## src/rtl/ldpc_bf_pkg.sv

```systemverilog
package ldpc_bf_pkg;

   typedef enum logic [0:0] {
      BF_IDLE = 1'b0,
      BF_RUN  = 1'b1
   } bf_state_e;

   // width that holds values 0..v
   function automatic int unsigned bits_for(input int unsigned v);
      int unsigned w;
      w = 1;
      while ((1 << w) <= v) w++;
      return w;
   endfunction

endpackage

```

## src/rtl/bf_syndrome.sv

```systemverilog
module bf_syndrome #(
   parameter int unsigned          N     = 7,
   parameter int unsigned          M     = 3,
   parameter logic [M*N-1:0]       H_MAT = '0
) (
   input  logic [N-1:0] word_i,
   output logic [M-1:0] syn_o
);

   // one parity equation per matrix row
   for (genvar m = 0; m < M; m++) begin : g_row
      assign syn_o[m] = ^(word_i & H_MAT[m*N +: N]);
   end

endmodule

```

## src/rtl/bf_unsat_count.sv

```systemverilog
module bf_unsat_count #(
   parameter int unsigned          N     = 7,
   parameter int unsigned          M     = 3,
   parameter int unsigned          CW    = 2,
   parameter logic [M*N-1:0]       H_MAT = '0
) (
   input  logic [M-1:0]    syn_i,
   output logic [N*CW-1:0] cnt_o
);

   // per column: number of failing rows that touch it
   for (genvar n = 0; n < N; n++) begin : g_col
      logic [CW-1:0] acc;
      always_comb begin
         acc = '0;
         for (int m = 0; m < M; m++) begin
            acc = acc + CW'(syn_i[m] & H_MAT[m*N + n]);
         end
      end
      assign cnt_o[n*CW +: CW] = acc;
   end

endmodule

```

## src/rtl/bf_flip_select.sv

```systemverilog
module bf_flip_select #(
   parameter int unsigned N  = 7,
   parameter int unsigned CW = 2
) (
   input  logic [N*CW-1:0] cnt_i,
   output logic [CW-1:0]   max_o,
   output logic [N-1:0]    mask_o
);

   always_comb begin
      max_o = '0;
      for (int n = 0; n < N; n++) begin
         if (cnt_i[n*CW +: CW] > max_o) max_o = cnt_i[n*CW +: CW];
      end
   end

   // every column tied at the maximum flips, never at a zero maximum
   for (genvar n = 0; n < N; n++) begin : g_mask
      assign mask_o[n] = (max_o != '0) && (cnt_i[n*CW +: CW] == max_o);
   end

endmodule

```

## src/rtl/bf_ldpc_decoder.sv

```systemverilog
module bf_ldpc_decoder #(
   parameter int unsigned          N            = 7,
   parameter int unsigned          M            = 3,
   parameter int unsigned          ITER_W       = 5,
   parameter int unsigned          DEF_MAX_ITER = 16,
   parameter logic [M*N-1:0]       H_MAT        = 21'b1111000_1100110_1010101
) (
   input  logic              clk,
   input  logic              rst_n,
   input  logic              start_i,
   input  logic [N-1:0]      word_i,
   input  logic [ITER_W-1:0] max_iter_i,
   output logic              busy_o,
   output logic              done_o,
   output logic              success_o,
   output logic [N-1:0]      word_o,
   output logic [ITER_W-1:0] iter_o
);

   import ldpc_bf_pkg::*;

   localparam int unsigned CW = bits_for(M);

   // elaboration-time parameter checks
   if (N < 2) begin : g_bad_n
      $error("bf_ldpc_decoder: N must be at least 2");
   end
   if (M < 1) begin : g_bad_m
      $error("bf_ldpc_decoder: M must be at least 1");
   end
   if (DEF_MAX_ITER < 1 || DEF_MAX_ITER >= (1 << ITER_W)) begin : g_bad_cap
      $error("bf_ldpc_decoder: DEF_MAX_ITER must fit in ITER_W and be nonzero");
   end

   bf_state_e         state_q;
   logic [N-1:0]      word_q;
   logic [ITER_W-1:0] iter_q;
   logic [ITER_W-1:0] cap_q;
   logic              done_q;
   logic              succ_q;

   logic [M-1:0]      syn;
   logic [N*CW-1:0]   cnt;
   logic [CW-1:0]     cnt_max;
   logic [N-1:0]      flip_mask;

   bf_syndrome #(.N(N), .M(M), .H_MAT(H_MAT)) u_syn (
      .word_i (word_q),
      .syn_o  (syn)
   );

   bf_unsat_count #(.N(N), .M(M), .CW(CW), .H_MAT(H_MAT)) u_cnt (
      .syn_i  (syn),
      .cnt_o  (cnt)
   );

   bf_flip_select #(.N(N), .CW(CW)) u_sel (
      .cnt_i  (cnt),
      .max_o  (cnt_max),
      .mask_o (flip_mask)
   );

   logic syn_clear;
   logic at_cap;
   logic stuck;
   logic [ITER_W-1:0] cap_sel;

   assign syn_clear = (syn == '0);
   assign at_cap    = (iter_q == cap_q);
   assign stuck     = (cnt_max == '0);
   assign cap_sel   = (max_iter_i == '0) ? ITER_W'(DEF_MAX_ITER) : max_iter_i;

   always_ff @(posedge clk or negedge rst_n) begin
      if (!rst_n) begin
         state_q <= BF_IDLE;
         word_q  <= '0;
         iter_q  <= '0;
         cap_q   <= '0;
         done_q  <= 1'b0;
         succ_q  <= 1'b0;
      end else begin
         done_q <= 1'b0;
         unique case (state_q)
            BF_IDLE: begin
               if (start_i) begin
                  state_q <= BF_RUN;
                  word_q  <= word_i;
                  iter_q  <= '0;
                  cap_q   <= cap_sel;
                  succ_q  <= 1'b0;
               end
            end
            BF_RUN: begin
               if (syn_clear) begin
                  state_q <= BF_IDLE;
                  done_q  <= 1'b1;
                  succ_q  <= 1'b1;
               end else if (at_cap || stuck) begin
                  state_q <= BF_IDLE;
                  done_q  <= 1'b1;
                  succ_q  <= 1'b0;
               end else begin
                  word_q <= word_q ^ flip_mask;
                  iter_q <= iter_q + 1'b1;
               end
            end
            default: state_q <= BF_IDLE;
         endcase
      end
   end

   assign busy_o    = (state_q == BF_RUN);
   assign done_o    = done_q;
   assign success_o = succ_q;
   assign word_o    = word_q;
   assign iter_o    = iter_q;

endmodule

```

## config.mk

```make
export PLATFORM = sky130hd
export DESIGN_NAME = bf_ldpc_decoder
export DESIGN_NICKNAME = d
export VERILOG_FILES = /design/src/rtl/ldpc_bf_pkg.sv /design/src/rtl/bf_syndrome.sv /design/src/rtl/bf_unsat_count.sv /design/src/rtl/bf_flip_select.sv /design/src/rtl/bf_ldpc_decoder.sv
export SDC_FILE = /design/constraint.sdc
export NUM_CORES = 1
export LEC_CHECK = 0
export BUFFER_PORTS_ARGS = -buffer_cell sky130_fd_sc_hd__buf_2
export CAP_MARGIN = 40
export CORE_ASPECT_RATIO = 0.5
export CORE_UTILIZATION = 30
export DETAILED_ROUTE_END_ITERATION = 6
export PLACE_DENSITY_LB_ADDON = 0.25
export SETUP_SLACK_MARGIN = 0.05
export SLEW_MARGIN = 0
export SYNTH_ARGS = -nofsm -noshare
export SYNTH_HDL_FRONTEND = slang
export SYNTH_SLANG_ARGS = --single-unit
```

## constraint.sdc

```tcl
create_clock -name clk -period 3.65 [get_ports clk]
set_input_delay 1.095 -clock clk [delete_from_list [all_inputs] [get_ports clk]]
set_output_delay 1.095 -clock clk [all_outputs]
set_load 0.1 [all_outputs]
```

# Word-level counts from Yosys, hierarchy flattened
# Cells that the tools add are included.
[totals]
register_bits = 20
in_bits = 15
out_inout_bits = 15
[classes]
n_addsub = 5
n_lt_le_gt_ge = 7
eq_ne = 12
mux = 27
n_bitwise = 2
reduce_logical = 18
[ops]
columns = ["operator", "n"]
rows = [
  ["7-bit two-way mux", 3],
  ["7-bit XOR reduction", 3],
  ["5-bit two-way mux", 4],
  ["7-bit one-hot mux with 2 select lines", 1],
  ["1-bit two-way mux", 11],
  ["2-bit two-way mux", 5],
  ["5-bit one-hot mux with 2 select lines", 1],
  ["2-bit == test", 4],
  ["1-bit logical AND", 7],
  ["7-bit XOR", 1],
  ["1-bit by 1-bit adder with 2-bit output", 3],
  ["1-bit by 2-bit == test with 1-bit output", 3],
  ["2-bit greater-than comparator", 3],
  ["2-bit inequality test (second input constant)", 3],
  ["5-bit by 1-bit adder with 5-bit output (second input constant)", 1],
  ["5-bit == test", 1],
  ["5-bit zero test", 1],
  ["1-bit one-hot mux with 2 select lines", 2],
  ["2-bit AND reduction", 2],
  ["3-bit zero test", 1],
  ["3-bit by 1-bit inequality test with 1-bit output (second input constant)", 1],
  ["3-bit AND reduction", 1],
  ["2-bit by 1-bit adder with 2-bit output", 1],
  ["1-bit by 2-bit greater-than comparator with 1-bit output", 1],
  ["7 further kinds", 7],
]

# Depth between registers and ports, before layout
# Gate-level depths: netlist (run 1).
[logic_depth]
word_depth = 21
ltp_mapped = 11

# Modules after synthesis
# A second synthesis (run 1) with hierarchy kept.
[unflattened]
hier_cells = 256
hier_area_um2 = 2198.4
[by_module_without_submodules]
columns = ["mod", "instances", "cells_each", "area_per_inst_um2"]
rows = [
  ["bf_ldpc_decoder", 1, 129, 1239.9],
  ["bf_flip_select", 1, 108, 782.0],
  ["bf_unsat_count", 1, 11, 106.4],
  ["bf_syndrome", 1, 8, 70.1],
]

# Least setup slack after synthesis (run 1)
# No wires, ideal clock.
[synth_timing]
path_type = "register to register"
startpoint = "reg word_q[6] (netlist: word_o[6])"
endpoint = "reg word_q[5] (netlist: word_o[5])"
setup_time_ns = 0.072
arrival_ns = 3.579
setup_slack_ns = -0.001
stages_incl_launch_ff = 11
period_less_slack_ns = 3.651
path_cell_list = "dfrtp_1 > xor2_2 > xnor2_2 > inv_1 > fa_1 > clkbuf_1 > nand2b_1 > and2_1 > nand3_4 > or4b_1 > nand3_1"
[synth_via]
elab_chain_len = 21
elab_cells_between_ends = 34
[synth_lines]
columns = ["item", "line_no", "text"]
rows = [
  ["start, declared", "bf_ldpc_decoder.sv:36", "logic [N-1:0] word_q;"],
  ["start signal, assigned", "bf_ldpc_decoder.sv:87", "word_q <= word_i;"],
  ["start signal, assigned", "bf_ldpc_decoder.sv:103", "word_q <= word_q ^ flip_mask;"],
  ["7-bit XOR reduction", "bf_syndrome.sv:12", "assign syn_o[m] = ^(word_i & H_MAT[m*N +: N]);"],
  ["1-bit greater-than comparator", "bf_flip_select.sv:13", "if (cnt_i[n*CW +: CW] > max_o) max_o = cnt_i[n*CW +: CW];"],
  ["1-bit two-way mux", "bf_flip_select.sv:13", ""],
  ["1-bit greater-than comparator", "bf_flip_select.sv:13", ""],
  ["1-bit two-way mux", "bf_flip_select.sv:13", ""],
  ["2-bit by 1-bit greater-than comparator with 1-bit output", "bf_flip_select.sv:13", ""],
  ["2-bit two-way mux", "bf_flip_select.sv:13", ""],
  ["1-bit by 2-bit greater-than comparator with 1-bit output", "bf_flip_select.sv:13", ""],
  ["[5 not listed]", "n/a", ""],
  ["2-bit greater-than comparator", "bf_flip_select.sv:13", ""],
  ["2-bit two-way mux", "bf_flip_select.sv:13", ""],
  ["2-bit == test / 2-bit nonzero test (equally long branches)", "bf_flip_select.sv:19", "assign mask_o[n] = (max_o != '0) && (cnt_i[n*CW +: CW] == max_o);"],
  ["1-bit logical AND", "bf_flip_select.sv:19", ""],
  ["7-bit XOR", "bf_ldpc_decoder.sv:103", ""],
  ["7-bit two-way mux", "bf_ldpc_decoder.sv:98", "end else if (at_cap || stuck) begin"],
  ["7-bit two-way mux", "bf_ldpc_decoder.sv:94", "if (syn_clear) begin"],
  ["7-bit one-hot mux with 2 select lines", "bf_ldpc_decoder.sv:83", "unique case (state_q)"],
]
# Parallel ways exist; a longest one is shown, timed or not. The select of a mux whose other input is x is not followed.
# A chain may end at the register's enable or synchronous reset.

# Worst setup path in the final report (run 1)
[layout_timing]
startpoint = "reg word_q[4] (netlist: word_o[4])"
endpoint = "reg word_q[4] (netlist: word_o[4])"
# Same word-level chain as after synthesis.

==> results of run 1 <==
==> kinds of logic (layout without fill, tap and decap cells) <==
family,count (synthesis),after routing,share of synthesized area (%)
AO/OA/AOI/OAI,25,25,12.38
AND/OR/NAND/NOR,58,58,23.72
adder cells (fa/ha/maj),8,8,8.762
buffers and inverters,11,41,3.237
flip-flops,20,20,38.10
XOR/XNOR,19,19,13.81
==> layer usage <==
metal / global-route usage [%] / vias up / wire length [um] / share of wire, %
met1: 21.40 / 517 / 1502 / 51
met2: 21.19 / 16 / 1337 / 46
met3: 2.804 / 0 / 92 / 3.1
met4: 2.985 / 0 / 0 / 0
met5: 0 / - / 0 / 0
li1: - / 547 / - / -
==> cell usage in the layout, fill, tap and decap left out, drive strengths merged, types with 2 or more instances in the layout <==
master	count
a31oi	3
xnor2	11
o21ai	5
buf	31
and2	2
nor2	3
nand3	10
nor3b	3
or4b	2
inv	6
or3	2
nand2b	2
fa	2
clkbuf	3
xor2	8
a21oi	5
nand2	28
ha	6
o211ai	3
dfrtp	20
o22ai	3
==> worst paths after layout <==
path | startpoint | to | slack (ns) | cells past startpoint
setup / recovery | word_o[4] | word_o[4] | 0.39 | 9
hold / removal | cap_q[0] | cap_q[0] | 0.51 | 2
setup reg to reg | word_o[4] | word_o[4] | 0.39 | 9
hold reg to reg | cap_q[0] | cap_q[0] | 0.51 | 2
max in group asynchronous | rst_n | word_o[6] | 2.52 | 1
min in group asynchronous | rst_n | word_o[1] | 0.78 | 1
==> state kept, by name, indices dropped and copies added, names as in the netlist <==
| register | cells |
|---|---|
| word_o | 7 |
| success_o | 1 |
| iter_o | 5 |
| cap_q | 5 |
| busy_o | 1 |
| done_o | 1 |
==> metrics by stage <==
stage / instances / utilization [%] / area (um2)
2_1_floorplan: 141 / - / 1316
3_3_place_gp: 221 / 37.69 / 1524
3_5_place_dp: 221 / 37.69 / 1524
4_1_cts: 225 / 39.45 / 1595
5_1_grt: 225 / 39.45 / 1595
6_report: 225 / 39.45 / 1595
==> critical path, cell delays in order, from the launching register on <==
cell and delay, ns:
dfrtp_2 0.44, xor2_2 0.22, xnor2_2 0.45, inv_1 0.18, fa_1 0.69, nand2b_1 0.16
and2_1 0.26, nand3_4 0.18, or4b_1 0.49, nand3_1 0.11
==> cell usage after synthesis (3+ instances only) <==
library cell,n
nor3b_1,3
xnor2_1,10
nor2_1,3
nand3_1,8
a31oi_1,3
a21oi_1,5
clkbuf_1,4
o211ai_1,3
nand2_1,27
dfrtp_1,20
inv_1,6
o22ai_1,3
o21ai_1,3
ha_1,6
xor2_1,7
==> cell type report <==
cell class / instances / area, um2
fill: 432 / 2449
multi-input combinational: 110 / 770.7
sequential: 20 / 503.0
timing repair buffer: 31 / 160.2
tap: 54 / 67.56
clock buffer: 3 / 41.29
clock inverter: 1 / 30.03
inverter: 6 / 22.52
==> tab_implementation.tex, run 1 <==
\begin{tabular}{lr}
\hline
Metric & Value \\
\hline
\multicolumn{2}{l}{\textbf{Outcome}} \\
\quad Status & complete, no violations \\
\multicolumn{2}{l}{\textbf{STA}} \\
\quad Total Negative Setup Slacks & 0 ns \\
\quad Worst hold slack after final layout & 0.5062 ns \\
\quad Period Utilization, post-route & 89.33\% \\
\quad Setup clock skew after layout & 0.002657 ns \\
\quad Worst Tran Pin Value & 0.5541 ns \\
\quad RSZ-0062 raised after global routing & no \\
\quad Fin crit period & 3.261 ns \\
\quad Minimum setup slack in the final design & 0.3893 ns \\
\quad Number of failing setup endpoints in the final timing report & 0 \\
\quad Highest achievable clock rate & 0.3067 GHz \\
\quad Total count of hold-check failures in the final report & 0 \\
\quad Max-slew violation total from the final report & 0 \\
\quad Slew headroom & 63.06\% \\
\multicolumn{2}{l}{\textbf{Routing}} \\
\quad WL/cell & 13.04 um \\
\quad Vias per Instance & 4.800 \\
\quad Drt first pass iters & 7 \\
\quad Detailed Route Iter0 Violations & 42 \\
\quad Total DRC errors in the routed layout & 0 \\
\quad Final routed wirelength across all metal layers & 2.933 mm \\
\quad Antenna-violating nets left & 0 \\
\quad Via Count & 1080 \\
\multicolumn{2}{l}{\textbf{Placement}} \\
\quad Gp weighted congestion & 0.7508 \\
\quad DP Worst Slack & 0.4250 ns \\
\quad Half-perimeter wire length after placement & 2.159 mm \\
\quad Number of port buffers & 29 \\
\multicolumn{2}{l}{\textbf{Die}} \\
\quad Height of the chip & 48.80 um \\
\quad Initial core utilization & 32.49\% \\
\quad Width of the chip & 95.59 um \\
\quad Core Region & 4044 um2 \\
\quad Ports & 30 \\
\quad Number of rows in the core area & 16 \\
\quad Die area & 4664 um2 \\
\multicolumn{2}{l}{\textbf{Cells and area}} \\
\quad Antenna cell count & 0 \\
\quad Fraction of layout instances using a drive strength above 1 & 24.56\% \\
\quad Final-stage net count & 195 \\
\quad Area overhead of the layout relative to synthesis & 21.43\% \\
\multicolumn{2}{l}{\textbf{Hold path}} \\
\quad Hold Path Class & reg2reg \\
\multicolumn{2}{l}{\textbf{Logic synthesis}} \\
\quad Leading cell types by total area after synthesis & dfrtp\_1 (38\%), nand2\_1 (7.7\%), xnor2\_1 (6.7\%) \\
\quad Netlist Area Pre-Place & 1314 um2 \\
\quad Synthesis warning total & 0 \\
\quad Number of synthesized flops with an enable pin & 0 \\
\quad Syn nets & 164 \\
\quad Post-synthesis sequential area ratio & 38.10\% \\
\quad Cell taking the most area after synthesis & dfrtp\_1 \\
\quad Flops \& latches, synth & 20 \\
\quad Number of unique standard cell types used by synthesis & 39 \\
\quad Post-Synthesis Cells & 141 \\
\quad Fraction of post-synthesis cell area in the top cell type by area & 38.10\% \\
\quad Synthesized area divided by synthesized cell count & 9.317 um2 \\
\quad Proportion of register bits with asynchronous set or reset after synthesis & 100.0\% \\
\quad Commonest register cell after synthesis & dfrtp\_1 \\
\multicolumn{2}{l}{\textbf{Critical path}} \\
\quad CP required & 3.84 ns \\
\quad Kind of launch point of the worst setup path & flip-flop \\
\quad Crit Path Max Fanout & 14 \\
\quad Start-to-end type of the worst setup path & reg2reg \\
\quad Data arrival, critical path & 3.45 ns \\
\quad Nature of the critical path endpoint & flip-flop \\
\multicolumn{2}{l}{\textbf{Global routing}} \\
\quad Initial antenna violation count & 0 \\
\quad Vias in the first global route & 997 \\
\quad Wire length of the first global-routing pass & 5.023 mm \\
\quad Grt total ovfl & 0 \\
\quad Global-route usage over all layers & 14.25\% \\
\quad Maximum number of pins on one net before global-route repair & 21 \\
\multicolumn{2}{l}{\textbf{Clocking}} \\
\quad TritonCTS buffer count & 3 \\
\quad Post-CTS Setup Inserts & 0 \\
\quad Total number of clock tree sinks & 20 \\
\quad Clock transition time at the flip-flop clock pins of the worst setup and hold paths & 0.08 ns \\
\quad Clock latency on the worst-skew pair & 0.26 ns \\
\quad Clock root buffer & clkbuf\_8 \\
\quad CTS H-tree depth & 1 \\
\quad Post-CTS resize count & 0 \\
\quad Clock Tree Buf Depth & 2 \\
\quad CTS tree & done \\
\quad Hold-fix buffers at CTS & 0 \\
\multicolumn{2}{l}{\textbf{Job}} \\
\quad Max-cap check violation count & 0 \\
\hline
\end{tabular}
Power of run 1 is left out: the tool's default activity adds up to more than one toggle a clock period on the data nets, which glitch-free logic cannot reach.
==> run 2, diff against run 1 <==
Settings changed: MAX_ROUTING_LAYER from default to met4, PLACE_DENSITY from default to 0.59, PLACE_DENSITY_LB_ADDON 0.25 to default, SYNTH_HIERARCHICAL from default to 1.
==> tab_implementation.tex, run 2 <==
\begin{tabular}{lr}
\hline
Metric & Value \\
\hline
\multicolumn{2}{l}{\textbf{Outcome}} \\
\quad Violations in the final reports & setup timing \\
\quad Status & complete, but fails checks (was complete, no violations) \\
\multicolumn{2}{l}{\textbf{Hold path}} \\
\quad Worst Min Path Start & cap\_q[4] (was cap\_q[0]) \\
\quad Hold Path Class & reg2reg (unchanged) \\
\quad Cell count of the worst hold path & 2 (unchanged) \\
\quad Sink of the worst hold path & cap\_q[4] (was cap\_q[0]) \\
\multicolumn{2}{l}{\textbf{Cells and area}} \\
\quad Antenna cell count & 0 (unchanged) \\
\quad Fraction of layout instances using a drive strength above 1 & 44.38\% (was 24.56\%) \\
\quad Register area & 523.0 um2 (was 503.0 um2) \\
\quad Combined area of the multi-input logic cells & 1833 um2 (was 770.7 um2) \\
\quad Max FFs per register & 7 (unchanged) \\
\quad Final-layout fill cell count & 638 (was 432) \\
\quad Most frequent cells in the layout & buf\_4 (60), buf\_2 (29), nand2\_1 (20), ha\_1 (19), inv\_1 (17) (was buf\_2 (29), nand2\_1 (27), dfrtp\_1 (18), xnor2\_1 (10), nand3\_1 (8)) \\
\quad Commonest non-fill, non-tap cell in the layout & buf\_4 (was buf\_2) \\
\quad Final-stage net count & 379 (was 195) \\
\quad Area overhead of the layout relative to synthesis & 48.49\% (was 21.43\%) \\
\multicolumn{2}{l}{\textbf{STA}} \\
\quad Worst hold slack after final layout & 0.5133 ns (was 0.5062 ns) \\
\quad Highest achievable clock rate & 0.1569 GHz (was 0.3067 GHz) \\
\quad Slew headroom & 38.87\% (was 63.06\%) \\
\quad Setup clock skew after layout & 0.001617 ns (was 0.002657 ns) \\
\quad Max-slew violation total from the final report & 0 (unchanged) \\
\quad Worst Tran Pin Value & 0.9160 ns (was 0.5541 ns) \\
\quad Total count of hold-check failures in the final report & 0 (unchanged) \\
\quad Period Utilization, post-route & 174.6\% (was 89.33\%) \\
\quad Number of failing setup endpoints in the final timing report & 15 (was 0) \\
\quad Total Negative Setup Slacks & -39.07 ns (was 0 ns) \\
\quad Minimum setup slack in the final design & -2.722 ns (was 0.3893 ns) \\
\quad RSZ-0062 raised after global routing & yes (was no) \\
\quad Fin crit period & 6.372 ns (was 3.261 ns) \\
\multicolumn{2}{l}{\textbf{Global routing}} \\
\quad Maximum number of pins on one net before global-route repair & 33 (was 21) \\
\quad Global-route usage over all layers & 16.53\% (was 14.25\%) \\
\quad Wire length of the first global-routing pass & 10.16 mm (was 5.023 mm) \\
\quad Grt total ovfl & 0 (unchanged) \\
\quad Vias in the first global route & 2273 (was 997) \\
\quad Initial antenna violation count & 0 (unchanged) \\
\multicolumn{2}{l}{\textbf{Critical path}} \\
\quad Reg2Reg Setup Slack & -2.72 ns (was 0.39 ns) \\
\quad Most frequent CP cell & ha\_4 \\
\quad Nature of the critical path endpoint & flip-flop (unchanged) \\
\quad Kind of launch point of the worst setup path & flip-flop (unchanged) \\
\quad Reg-to-reg critical path startpoint & word\_o[5] (was word\_o[4]) \\
\quad Crit Path Max Fanout & 6 (was 14) \\
\quad Slowest cell on crit path & dfrtp\_4 (was fa\_1) \\
\quad Data arrival, critical path & 6.50 ns (was 3.45 ns) \\
\quad Slowest Stage Delay on Critical Path & 0.51 ns (was 0.69 ns) \\
\quad Capture instance of the worst register-to-register path & word\_o[2] (was word\_o[4]) \\
\quad Cell count of the worst reg-to-reg path & 35 (was 9) \\
\quad CP required & 3.78 ns (was 3.84 ns) \\
\quad Start-to-end type of the worst setup path & reg2reg (unchanged) \\
\multicolumn{2}{l}{\textbf{Die}} \\
\quad Core Region & 6884 um2 (was 4044 um2) \\
\quad Initial core utilization & 31.93\% (was 32.49\%) \\
\quad Height of the chip & 62.53 um (was 48.80 um) \\
\quad Width of the chip & 123.1 um (was 95.59 um) \\
\quad Die area & 7695 um2 (was 4664 um2) \\
\quad Number of rows in the core area & 21 (was 16) \\
\quad Ports & 30 (unchanged) \\
\multicolumn{2}{l}{\textbf{Clocking}} \\
\quad TritonCTS buffer count & 3 (unchanged) \\
\quad Clock Tree Buf Depth & 2 (unchanged) \\
\quad Clock latency on the worst-skew pair & 0.25 ns (was 0.26 ns) \\
\quad CTS tree & done (unchanged) \\
\quad Hold-fix buffers at CTS & 0 (unchanged) \\
\quad Total number of clock tree sinks & 20 (unchanged) \\
\quad CTS H-tree depth & 1 (unchanged) \\
\quad Clock root buffer & clkbuf\_16 (was clkbuf\_8) \\
\quad Clock transition time at the flip-flop clock pins of the worst setup and hold paths & 0.05 ns (was 0.08 ns) \\
\multicolumn{2}{l}{\textbf{Job}} \\
\quad Max-cap check violation count & 0 (unchanged) \\
\multicolumn{2}{l}{\textbf{Routing}} \\
\quad Antenna-violating nets left & 0 (unchanged) \\
\quad WL/cell & 13.98 um (was 13.04 um) \\
\quad Vias per Instance & 5.244 (was 4.800) \\
\quad Total DRC errors in the routed layout & 0 (unchanged) \\
\quad Final routed wirelength across all metal layers & 6.010 mm (was 2.933 mm) \\
\quad Drt first pass iters & 5 (was 7) \\
\quad Via Count & 2255 (was 1080) \\
\quad Metal-1 WL & 2.680 mm (was 1.502 mm) \\
\quad Highest metal layer used by the detailed router & met4 (was met3) \\
\quad Met2 routed WL & 3.034 mm (was 1.337 mm) \\
\quad Detailed Route Iter0 Violations & 91 (was 42) \\
\quad Met3 WL post-DR & 195 um (was 92 um) \\
\multicolumn{2}{l}{\textbf{Placement}} \\
\quad Gp weighted congestion & 0.7834 (was 0.7508) \\
\quad Number of port buffers & 29 (unchanged) \\
\quad Half-perimeter wire length after placement & 4.376 mm (was 2.159 mm) \\
\multicolumn{2}{l}{\textbf{Logic synthesis}} \\
\quad Netlist Area Pre-Place & 2198 um2 (was 1314 um2) \\
\quad Most used standard cells in the synthesized netlist & ha\_1 (23), nand2\_1 (21), dfrtp\_1 (20), inv\_1 (20), nor2\_1 (17) (was nand2\_1 (27), dfrtp\_1 (20), xnor2\_1 (10)) \\
\quad Number of unique standard cell types used by synthesis & 50 (was 39) \\
\quad Commonest register cell after synthesis & dfrtp\_1 (unchanged) \\
\quad Synthesized area divided by synthesized cell count & 8.587 um2 (was 9.317 um2) \\
\quad Post-Synthesis Cells & 256 (was 141) \\
\quad Post-synthesis sequential area ratio & 22.77\% (was 38.10\%) \\
\quad Cell taking the most area after synthesis & dfrtp\_1 (unchanged) \\
\quad Dominant cell by count in the synthesized netlist & ha\_1 (was nand2\_1) \\
\quad Proportion of register bits with asynchronous set or reset after synthesis & 100.0\% (unchanged) \\
\quad Fraction of post-synthesis cell area in the top cell type by area & 22.77\% (was 38.10\%) \\
\quad Synthesis warning total & 6 (was 0) \\
\quad Number of synthesized flops with an enable pin & 0 (unchanged) \\
\quad Flops \& latches, synth & 20 (unchanged) \\
\quad Leading cell types by total area after synthesis & dfrtp\_1 (23\%), ha\_1 (13\%), mux2i\_1 (4.6\%) (was dfrtp\_1 (38\%), nand2\_1 (7.7\%), xnor2\_1 (6.7\%)) \\
\hline
\end{tabular}
## run 2: repair_timing
action,CTS,global route
setup endpoints to repair,15,15
pin swaps,26,23
gates resized for setup,18,14
setup buffers,14,8
## run 2: layout make-up
cell class / count / share of cell area [%]
tap: 92 / 3.526
timing repair buffer: 93 / 19.62
sequential: 20 / 16.02
clock buffer: 3 / 2.300
multi-input combinational: 202 / 56.15
inverter: 20 / 2.376
## run 2: worst max-delay path by stage
stage                            to  cells past startpoint  startpoint  slack (ns)
after floorplan           word_o[4]                     35   word_o[5]       -2.94
after global placement    word_o[4]                     36   word_o[5]       -2.60
after detailed placement  word_o[4]                     34   word_o[5]       -2.80
after CTS                 word_o[4]                     34   word_o[6]       -2.77
after global routing      word_o[2]                     36   word_o[5]       -3.07
final                     word_o[2]                     35   word_o[5]       -2.72
## run 2: logic make-up (layout without fill, tap and decap cells)
family	after synthesis	in the layout	share of synthesized area [%]
flip-flops	20	20	22.77
AND/OR/NAND/NOR	80	80	18.90
XOR/XNOR	16	16	6.374
multiplexers	15	15	7.114
buffers and inverters	36	116	7.683
other	1	3	0.1706
adder cells (fa/ha/maj)	24	24	14.00
AO/OA/AOI/OAI	64	64	22.99
## run 2: critical path: cells and delay by family, from the launching register on
kind	cells	cell delay, ns
xor+xnor	2	0.40
fa+ha+maj	6	1.44
compound gates	10	1.86
flops	1	0.51
simple gates	14	1.92
buf+inv	3	0.12
## run 2: metrics by stage
stage	instances	instance area [um2]	setup slack [ns]	utilization, %
4_1_cts	423	3123	-2.766	45.37
3_5_place_dp	406	2867	-2.801	41.64
2_1_floorplan	258	2384	-2.938	-
6_report	430	3264	-2.722	47.42
3_3_place_gp	406	2867	-2.603	41.64
5_1_grt	430	3264	-3.072	47.42
## run 2: metal layers
metal | up-vias | track usage (%)
li1 | 1110 | -
met1 | 1072 | 18.94
met2 | 61 | 30.41
met3 | 12 | 1.460
met4 | 0 | 5.120
met5 | - | -
Power of run 2 is left out for the same reason.
